<file path="config.mk">
export PLATFORM = sky130hd
export DESIGN_NAME = gapclk_gen
export DESIGN_NICKNAME = d
export VERILOG_FILES = /design/src/rtl/gapclk_pkg.sv /design/src/rtl/gapclk_minor_step.sv /design/src/rtl/gapclk_rep_sel.sv /design/src/rtl/gapclk_seq.sv /design/src/rtl/gapclk_gen.sv
export SDC_FILE = /design/constraint.sdc
export NUM_CORES = 1
export LEC_CHECK = 0
export BUFFER_PORTS_ARGS = -buffer_cell sky130_fd_sc_hd__buf_2
export CAP_MARGIN = 5
export CORE_UTILIZATION = 55
export DETAILED_ROUTE_END_ITERATION = 10
export HOLD_SLACK_MARGIN = 0.1
export PLACE_DENSITY = 0.7
export SYNTH_ARGS = -nofsm -noshare
export SYNTH_HDL_FRONTEND = slang
export SYNTH_SLANG_ARGS = --single-unit
</file>
<file path="constraint.sdc">
create_clock -name clk -period 2.6 [get_ports clk]
set_clock_uncertainty 0.2 [all_clocks]
set_input_delay 0.39 -clock clk [delete_from_list [all_inputs] [get_ports clk]]
set_output_delay 0.39 -clock clk [all_outputs]
set_load 0.1 [all_outputs]
</file>
<file path="src/rtl/gapclk_pkg.sv">
package gapclk_pkg;

    typedef enum logic [1:0] {
        MIN_P1 = 2'd0,
        MIN_P2 = 2'd1,
        MIN_P3 = 2'd2
    } minor_e;

    localparam int unsigned POS_W = 3;
    typedef logic [POS_W-1:0] pos_t;

    localparam int unsigned B_REP_P1  = 63;
    localparam int unsigned B_REP_P2  = 35;
    localparam int unsigned B_REP_P3  = 1;
    localparam int unsigned B_PULSES  = 622;
    localparam int unsigned B_CYCLES  = 720;

    typedef struct packed {
        logic en;
        logic minor_start;
        logic major_start;
        logic super_start;
    } gap_out_t;

    function automatic pos_t minor_last_pos(minor_e m);
        case (m)
            MIN_P1:  return pos_t'(7);
            MIN_P2:  return pos_t'(5);
            default: return pos_t'(5);
        endcase
    endfunction

    function automatic pos_t minor_last_pulse(minor_e m);
        case (m)
            MIN_P1:  return pos_t'(6);
            MIN_P2:  return pos_t'(4);
            default: return pos_t'(5);
        endcase
    endfunction

    function automatic minor_e minor_next(minor_e m);
        case (m)
            MIN_P1:  return MIN_P2;
            MIN_P2:  return MIN_P3;
            default: return MIN_P1;
        endcase
    endfunction

    function automatic int unsigned major_pulses(int unsigned r1, int unsigned r2, int unsigned r3);
        return r1 * 7 + r2 * 5 + r3 * 6;
    endfunction

    function automatic int unsigned major_cycles(int unsigned r1, int unsigned r2, int unsigned r3);
        return r1 * 8 + r2 * 6 + r3 * 6;
    endfunction

    function automatic int unsigned max3(int unsigned a, int unsigned b, int unsigned c);
        int unsigned m;
        m = a;
        if (b > m) m = b;
        if (c > m) m = c;
        return m;
    endfunction

endpackage

</file>
<file path="src/rtl/gapclk_minor_step.sv">
module gapclk_minor_step
    import gapclk_pkg::*;
(
    input  pos_t   pos,
    input  minor_e kind,
    output logic   last_cycle,
    output logic   pulse
);

    always_comb begin
        last_cycle = (pos == minor_last_pos(kind));
        pulse      = (pos <= minor_last_pulse(kind));
    end

endmodule

</file>
<file path="src/rtl/gapclk_rep_sel.sv">
module gapclk_rep_sel
    import gapclk_pkg::*;
#(
    parameter int unsigned A_REP_P1 = 69,
    parameter int unsigned A_REP_P2 = 28,
    parameter int unsigned A_REP_P3 = 1,
    parameter int unsigned REP_W    = 7
) (
    input  logic             in_b,
    input  minor_e           kind,
    output logic [REP_W-1:0] last_rep
);

    localparam logic [REP_W-1:0] A_L1 = REP_W'(A_REP_P1 - 1);
    localparam logic [REP_W-1:0] A_L2 = REP_W'(A_REP_P2 - 1);
    localparam logic [REP_W-1:0] A_L3 = REP_W'(A_REP_P3 - 1);
    localparam logic [REP_W-1:0] B_L1 = REP_W'(B_REP_P1 - 1);
    localparam logic [REP_W-1:0] B_L2 = REP_W'(B_REP_P2 - 1);
    localparam logic [REP_W-1:0] B_L3 = REP_W'(B_REP_P3 - 1);

    always_comb begin
        case (kind)
            MIN_P1:  last_rep = in_b ? B_L1 : A_L1;
            MIN_P2:  last_rep = in_b ? B_L2 : A_L2;
            default: last_rep = in_b ? B_L3 : A_L3;
        endcase
    end

endmodule

</file>
<file path="src/rtl/gapclk_seq.sv">
module gapclk_seq
    import gapclk_pkg::*;
#(
    parameter int unsigned A_REP_P1 = 69,
    parameter int unsigned A_REP_P2 = 28,
    parameter int unsigned A_REP_P3 = 1,
    parameter int unsigned NUM_A    = 2,
    parameter int unsigned REP_W    = 7,
    parameter int unsigned SLOT_W   = 2
) (
    input  logic              clk,
    input  logic              rst,
    output pos_t              pos_n_o,
    output logic [REP_W-1:0]  rep_n_o,
    output minor_e            kind_n_o,
    output logic [SLOT_W-1:0] slot_n_o,
    output logic              in_b_o
);

    localparam logic [SLOT_W-1:0] SLOT_B = SLOT_W'(NUM_A);

    pos_t              pos_q;
    logic [REP_W-1:0]  rep_q;
    minor_e            kind_q;
    logic [SLOT_W-1:0] slot_q;

    logic              in_b;
    logic              pos_last;
    logic              cur_pulse;
    logic [REP_W-1:0]  rep_last;

    assign in_b = (slot_q == SLOT_B);

    gapclk_minor_step u_step (
        .pos        (pos_q),
        .kind       (kind_q),
        .last_cycle (pos_last),
        .pulse      (cur_pulse)
    );

    gapclk_rep_sel #(
        .A_REP_P1 (A_REP_P1),
        .A_REP_P2 (A_REP_P2),
        .A_REP_P3 (A_REP_P3),
        .REP_W    (REP_W)
    ) u_rep (
        .in_b     (in_b),
        .kind     (kind_q),
        .last_rep (rep_last)
    );

    always_comb begin
        pos_n_o  = pos_q + 1'b1;
        rep_n_o  = rep_q;
        kind_n_o = kind_q;
        slot_n_o = slot_q;
        if (pos_last) begin
            pos_n_o = '0;
            if (rep_q == rep_last) begin
                rep_n_o = '0;
                if (kind_q == MIN_P3) begin
                    kind_n_o = MIN_P1;
                    slot_n_o = in_b ? '0 : slot_q + 1'b1;
                end else begin
                    kind_n_o = minor_next(kind_q);
                end
            end else begin
                rep_n_o = rep_q + 1'b1;
            end
        end
    end

    always_ff @(posedge clk) begin
        if (rst) begin
            pos_q  <= '0;
            rep_q  <= '0;
            kind_q <= MIN_P1;
            slot_q <= '0;
        end else begin
            pos_q  <= pos_n_o;
            rep_q  <= rep_n_o;
            kind_q <= kind_n_o;
            slot_q <= slot_n_o;
        end
    end

    assign in_b_o = in_b;

    assert_pos_bound_R11: assert property (@(posedge clk) disable iff (rst)
        pos_q <= minor_last_pos(kind_q))
        else $error("position ran past end of minor pattern");

    assert_rep_bound_R5: assert property (@(posedge clk) disable iff (rst)
        rep_q <= rep_last)
        else $error("repetition count ran past its limit");

    assert_slot_bound_R7: assert property (@(posedge clk) disable iff (rst)
        slot_q <= SLOT_B)
        else $error("major slot ran past type B");

    assert_gap_only_last_R4: assert property (@(posedge clk) disable iff (rst)
        !cur_pulse |-> (pos_last && kind_q != MIN_P3))
        else $error("gap cycle outside the tail of a gapped minor pattern");

endmodule

</file>
<file path="src/rtl/gapclk_gen.sv">
module gapclk_gen
    import gapclk_pkg::*;
#(
    parameter int unsigned A_REP_P1 = 69,
    parameter int unsigned A_REP_P2 = 28,
    parameter int unsigned A_REP_P3 = 1,
    parameter int unsigned NUM_A    = 2
) (
    input  logic clk,
    input  logic rst,
    output logic pulse_en_o,
    output logic minor_sof_o,
    output logic major_sof_o,
    output logic super_sof_o
);

    localparam int unsigned REP_MAX  = max3(max3(A_REP_P1, A_REP_P2, A_REP_P3),
                                            max3(B_REP_P1, B_REP_P2, B_REP_P3), 1);
    localparam int unsigned REP_W    = $clog2(REP_MAX + 1);
    localparam int unsigned SLOT_W   = $clog2(NUM_A + 1);
    localparam int unsigned A_PULSES = major_pulses(A_REP_P1, A_REP_P2, A_REP_P3);
    localparam int unsigned A_CYCLES = major_cycles(A_REP_P1, A_REP_P2, A_REP_P3);

    if (A_REP_P1 < 1 || A_REP_P2 < 1 || A_REP_P3 < 1) begin : g_bad_a_reps
        $error("type A repetition counts must each be at least one");
    end
    if (NUM_A < 1) begin : g_bad_num_a
        $error("at least one type A major is needed per super pattern");
    end
    if (A_PULSES >= A_CYCLES || A_CYCLES >= 4096) begin : g_bad_a_totals
        $error("type A totals out of range");
    end
    if (major_pulses(B_REP_P1, B_REP_P2, B_REP_P3) != B_PULSES ||
        major_cycles(B_REP_P1, B_REP_P2, B_REP_P3) != B_CYCLES) begin : g_bad_b_totals
        $error("type B composition does not give its fixed totals");
    end

    pos_t              pos_n;
    logic [REP_W-1:0]  rep_n;
    minor_e            kind_n;
    logic [SLOT_W-1:0] slot_n;
    logic              in_b;

    gapclk_seq #(
        .A_REP_P1 (A_REP_P1),
        .A_REP_P2 (A_REP_P2),
        .A_REP_P3 (A_REP_P3),
        .NUM_A    (NUM_A),
        .REP_W    (REP_W),
        .SLOT_W   (SLOT_W)
    ) u_seq (
        .clk      (clk),
        .rst      (rst),
        .pos_n_o  (pos_n),
        .rep_n_o  (rep_n),
        .kind_n_o (kind_n),
        .slot_n_o (slot_n),
        .in_b_o   (in_b)
    );

    gap_out_t out_n;
    gap_out_t out_q;

    always_comb begin
        out_n.en          = (pos_n <= minor_last_pulse(kind_n));
        out_n.minor_start = (pos_n == '0);
        out_n.major_start = (pos_n == '0) && (rep_n == '0) && (kind_n == MIN_P1);
        out_n.super_start = out_n.major_start && (slot_n == '0);
    end

    always_ff @(posedge clk) begin
        if (rst) begin
            out_q <= '{en: 1'b1, minor_start: 1'b1, major_start: 1'b1, super_start: 1'b1};
        end else begin
            out_q <= out_n;
        end
    end

    assign pulse_en_o  = out_q.en;
    assign minor_sof_o = out_q.minor_start;
    assign major_sof_o = out_q.major_start;
    assign super_sof_o = out_q.super_start;

    logic [11:0] chk_cyc;
    logic [11:0] chk_pul;
    logic        chk_prev_b;
    logic        chk_armed;

    always_ff @(posedge clk) begin
        if (rst) begin
            chk_cyc    <= '0;
            chk_pul    <= '0;
            chk_prev_b <= 1'b0;
            chk_armed  <= 1'b0;
        end else if (major_sof_o) begin
            chk_cyc    <= 12'd1;
            chk_pul    <= {11'd0, pulse_en_o};
            chk_prev_b <= in_b;
            chk_armed  <= 1'b1;
        end else begin
            chk_cyc    <= chk_cyc + 12'd1;
            chk_pul    <= chk_pul + {11'd0, pulse_en_o};
        end
    end

    assert_b_totals_R5: assert property (@(posedge clk) disable iff (rst)
        (chk_armed && major_sof_o && chk_prev_b) |->
            (chk_cyc == 12'(B_CYCLES) && chk_pul == 12'(B_PULSES)))
        else $error("type B major totals wrong");

    assert_gap_then_minor_R11: assert property (@(posedge clk) disable iff (rst)
        !pulse_en_o |=> minor_sof_o)
        else $error("gap not followed by a new minor pattern");

    assert_minor_opens_high_R8: assert property (@(posedge clk) disable iff (rst)
        minor_sof_o |-> pulse_en_o)
        else $error("minor pattern began on a gap cycle");

    assert_major_on_minor_R9: assert property (@(posedge clk) disable iff (rst)
        major_sof_o |-> minor_sof_o)
        else $error("major marker without minor marker");

    assert_super_on_major_R10: assert property (@(posedge clk) disable iff (rst)
        super_sof_o |-> major_sof_o)
        else $error("super marker without major marker");

endmodule

</file>
==> impl_metrics.json <==
{
  "antennaDiodeCount": 0,
  "synth_seq_area_share_pct": 29.78,
  "critPathSlowestCell": "dfxtp_2",
  "hpwl_um": 1787,
  "hold_viol_final": 0,
  "antenna_found_initial": 0,
  "grt_pass1_wl_um": 4250,
  "ys_seq_elements": 18,
  "drt_wl_total_um": 2510,
  "finalNetCount": 152,
  "synthToLayoutAreaGrowth_pct": 6.411,
  "syn_inst": 140,
  "clockBufferDepth": 2,
  "hold_end": "u_seq.pos_q[0]",
  "status": "finished clean",
  "rsz0062_at_grt": "no",
  "htree_levels": 1,
  "leakagePower_nw": 0.4957,
  "gr-usage-all-layers_pct": 22.38,
  "final_cell_mix": "14 x nand2_1, 13 x dfxtp_1, 11 x a21oi_1",
  "tightest_slew_ns": 0.4879,
  "startpoint_type": "register",
  "slew_headroom_pct": 67.70,
  "p_sw_mw": 0.1624,
  "worst_hold_path.num_cells": 2,
  "r2r_slack_ns": 0.22,
  "setup_ws_ns": 0.2157,
  "p_clk_share_pct": 31.9,
  "slew_violations": 0,
  "dp_cells": 168,
  "gp_congestion": 0.8318,
  "p_int_mw": 0.3927,
  "cts_sinks": 18,
  "root_buffer": "clkbuf_4",
  "dr.pass1.iters": 4,
  "required_ns": 2.61,
  "vias_per_cell": 5.988,
  "cts_setup_buffers": 0,
  "fillerInstances": 183,
  "r2r-start": "u_seq.slot_q[0]",
  "drv_cap": 0,
  "p_total_mw": 0.5551,
  "grt_start_max_net_pins": 15,
  "regArea_um2": 366.6,
  "r2r-end": "pulse_en_o",
  "vias": 1030,
  "synth_edf_count": 0,
  "port-buffer-count": 5,
  "syn-num-nets": 146,
  "drcViolationCount": 0,
  "cp_max_fo": 8,
  "cp_cell_sequence": "nand2b_4, mux2i_2, mux2i_2, o211ai_4, o21ai_0, nand2_1, ha_1, a21oi_1, nand2_1",
  "synth_top_area_share_pct": 29.78,
  "synthTopCellsByArea": "dfxtp_1 30%, xor2_1 5.1%, buf_6 4.7%, a21oi_1 4.6%, nand2_1 4.3%",
  "crit_arrival_ns": 2.39,
  "yosysWarningCount": 0,
  "clock_latency_ns": 0.30,
  "final_common_cell": "nand2_1",
  "setup.worst_path.end_class": "register",
  "coreArea_mm2": 0.002022,
  "start_util_pct": 59.84,
  "fmax_ghz": 0.4194,
  "wire_per_inst_um": 14.59,
  "tritoncts.num_buffers": 3,
  "cts_tree": "done",
  "die_x_um": 48.90,
  "die_y_um": 48.90,
  "pwr-share-comb_pct": 15.5,
  "finalCriticalPeriod_ns": 2.384,
  "detail-route-antenna-nets": 0,
  "dieArea_mm2": 0.002391,
  "post_synth.cell_area_avg_um2": 8.642,
  "setup.worst_path.class": "reg2reg",
  "setup_viol": 0,
  "drive_above_1_share_pct": 25.52,
  "power_density_mw_per_mm2": 431.1,
  "async_reset_ff_share_pct": 0,
  "hold_ws_ns": 0.2308,
  "synth_flop_cell": "dfxtp_1",
  "swShare_pct": 29.26,
  "final_cells": 172,
  "tns_ns": 0,
  "slowest_delay_ns": 0.37,
  "drt_iter0_drc": 29,
  "path_clk_slew_ns": 0.11,
  "grt_pass1_vias": 944,
  "multi_input_area_um2": 758.2,
  "pwr-share-seq_pct": 52.6,
  "synthDistinctLibCells": 47,
  "period_share_pct": 91.70,
  "rr_worst_depth": 9,
  "min_path_type": "in2reg",
  "syn-cell-area_mm2": 0.001210,
  "boundaryPins": 6,
  "yosysTopAreaCell": "dfxtp_1",
  "rows": 16,
  "pre_cts_ws_ns": 0.05160,
  "hold_start": "rst",
  "irDropWorstVdd_uv": 337.4,
  "overflow": 0
}
## power by group through the flow
stage               combinational [mW]  sequential (mW)  clock, mW
detailed placement              0.0857            0.298          0
floorplan                       0.0341            0.335          0
finish                          0.0863            0.292      0.177
global placement                0.0847            0.298          0
CTS                             0.0863            0.292      0.183
global route                    0.0918            0.293      0.193
## what timing repair did
action / CTS / global route
endpoints found under the setup margin: 0 / 1
hold buffers: 0 / 0
resized for setup: 0 / 7
## worst max-delay path, delay by kind of cell (launching register included)
kind	cells	cell delay, ns
mux	2	0.56
compound gates	3	0.55
flops	1	0.37
simple gates	3	0.33
fa+ha+maj	1	0.28
## cell families (layout without fill, tap and decap cells)
kind of cell,count (synthesis),in the layout,share of synthesized area [%]
simple gates,58,58,26.99
flops,18,18,29.78
fa+ha+maj,4,4,4.137
xor+xnor,9,9,6.515
mux,4,4,4.343
compound gates,32,32,20.06
buf+inv,15,20,8.168
## Yosys cell counts, types with 4 or more instances
master / instances
nor2_1: 6
nand4_1: 7
nand3_1: 4
a21oi_1: 11
nand2_1: 14
dfxtp_1: 18
ha_1: 4
clkbuf_1: 4
nor3_1: 6
buf_6: 5
xor2_1: 7
inv_1: 4
## worst max-delay path by stage
stage                               start          to  cells after the start
after floorplan           u_seq.slot_q[0]  pulse_en_o                     10
after global placement    u_seq.slot_q[0]  pulse_en_o                      9
after detailed placement  u_seq.slot_q[0]  pulse_en_o                      9
after CTS                 u_seq.slot_q[0]  pulse_en_o                      9
after global routing      u_seq.slot_q[0]  pulse_en_o                     10
final                     u_seq.slot_q[0]  pulse_en_o                      9
## per-layer routing
layer  global-route usage (%)  vias to the layer above  wire, µm
met5                        0                        -         0
met4                    8.824                        0        32
met3                    2.804                        5        64
met2                    35.65                       21      1160
met1                    30.62                      486      1252
li1                         -                      518         -
## registers in the layout, summed over array words and instances (netlist names)
name,cells
u_seq.rep_q,7
major_sof_o,1
minor_sof_o,1
u_seq.kind_q,2
u_seq.pos_q,3
super_sof_o,1
u_seq.slot_q,2
pulse_en_o,1
## cell type report
type / count / share of cell area (%)
multi-input combinational: 107 / 58.89
timing repair buffer: 12 / 6.025
tap: 27 / 2.624
inverter: 4 / 1.166
clock buffer: 4 / 2.818
sequential: 18 / 28.47
## metrics by stage
step                cell area, µm²  util [%]
floorplan                     1210         -
global placement              1237     61.20
detailed placement            1237     61.20
CTS                           1274     63.00
global route                  1287     63.68
finish                        1287     63.68
No activity file was read; power rests on OpenSTA's default activity.
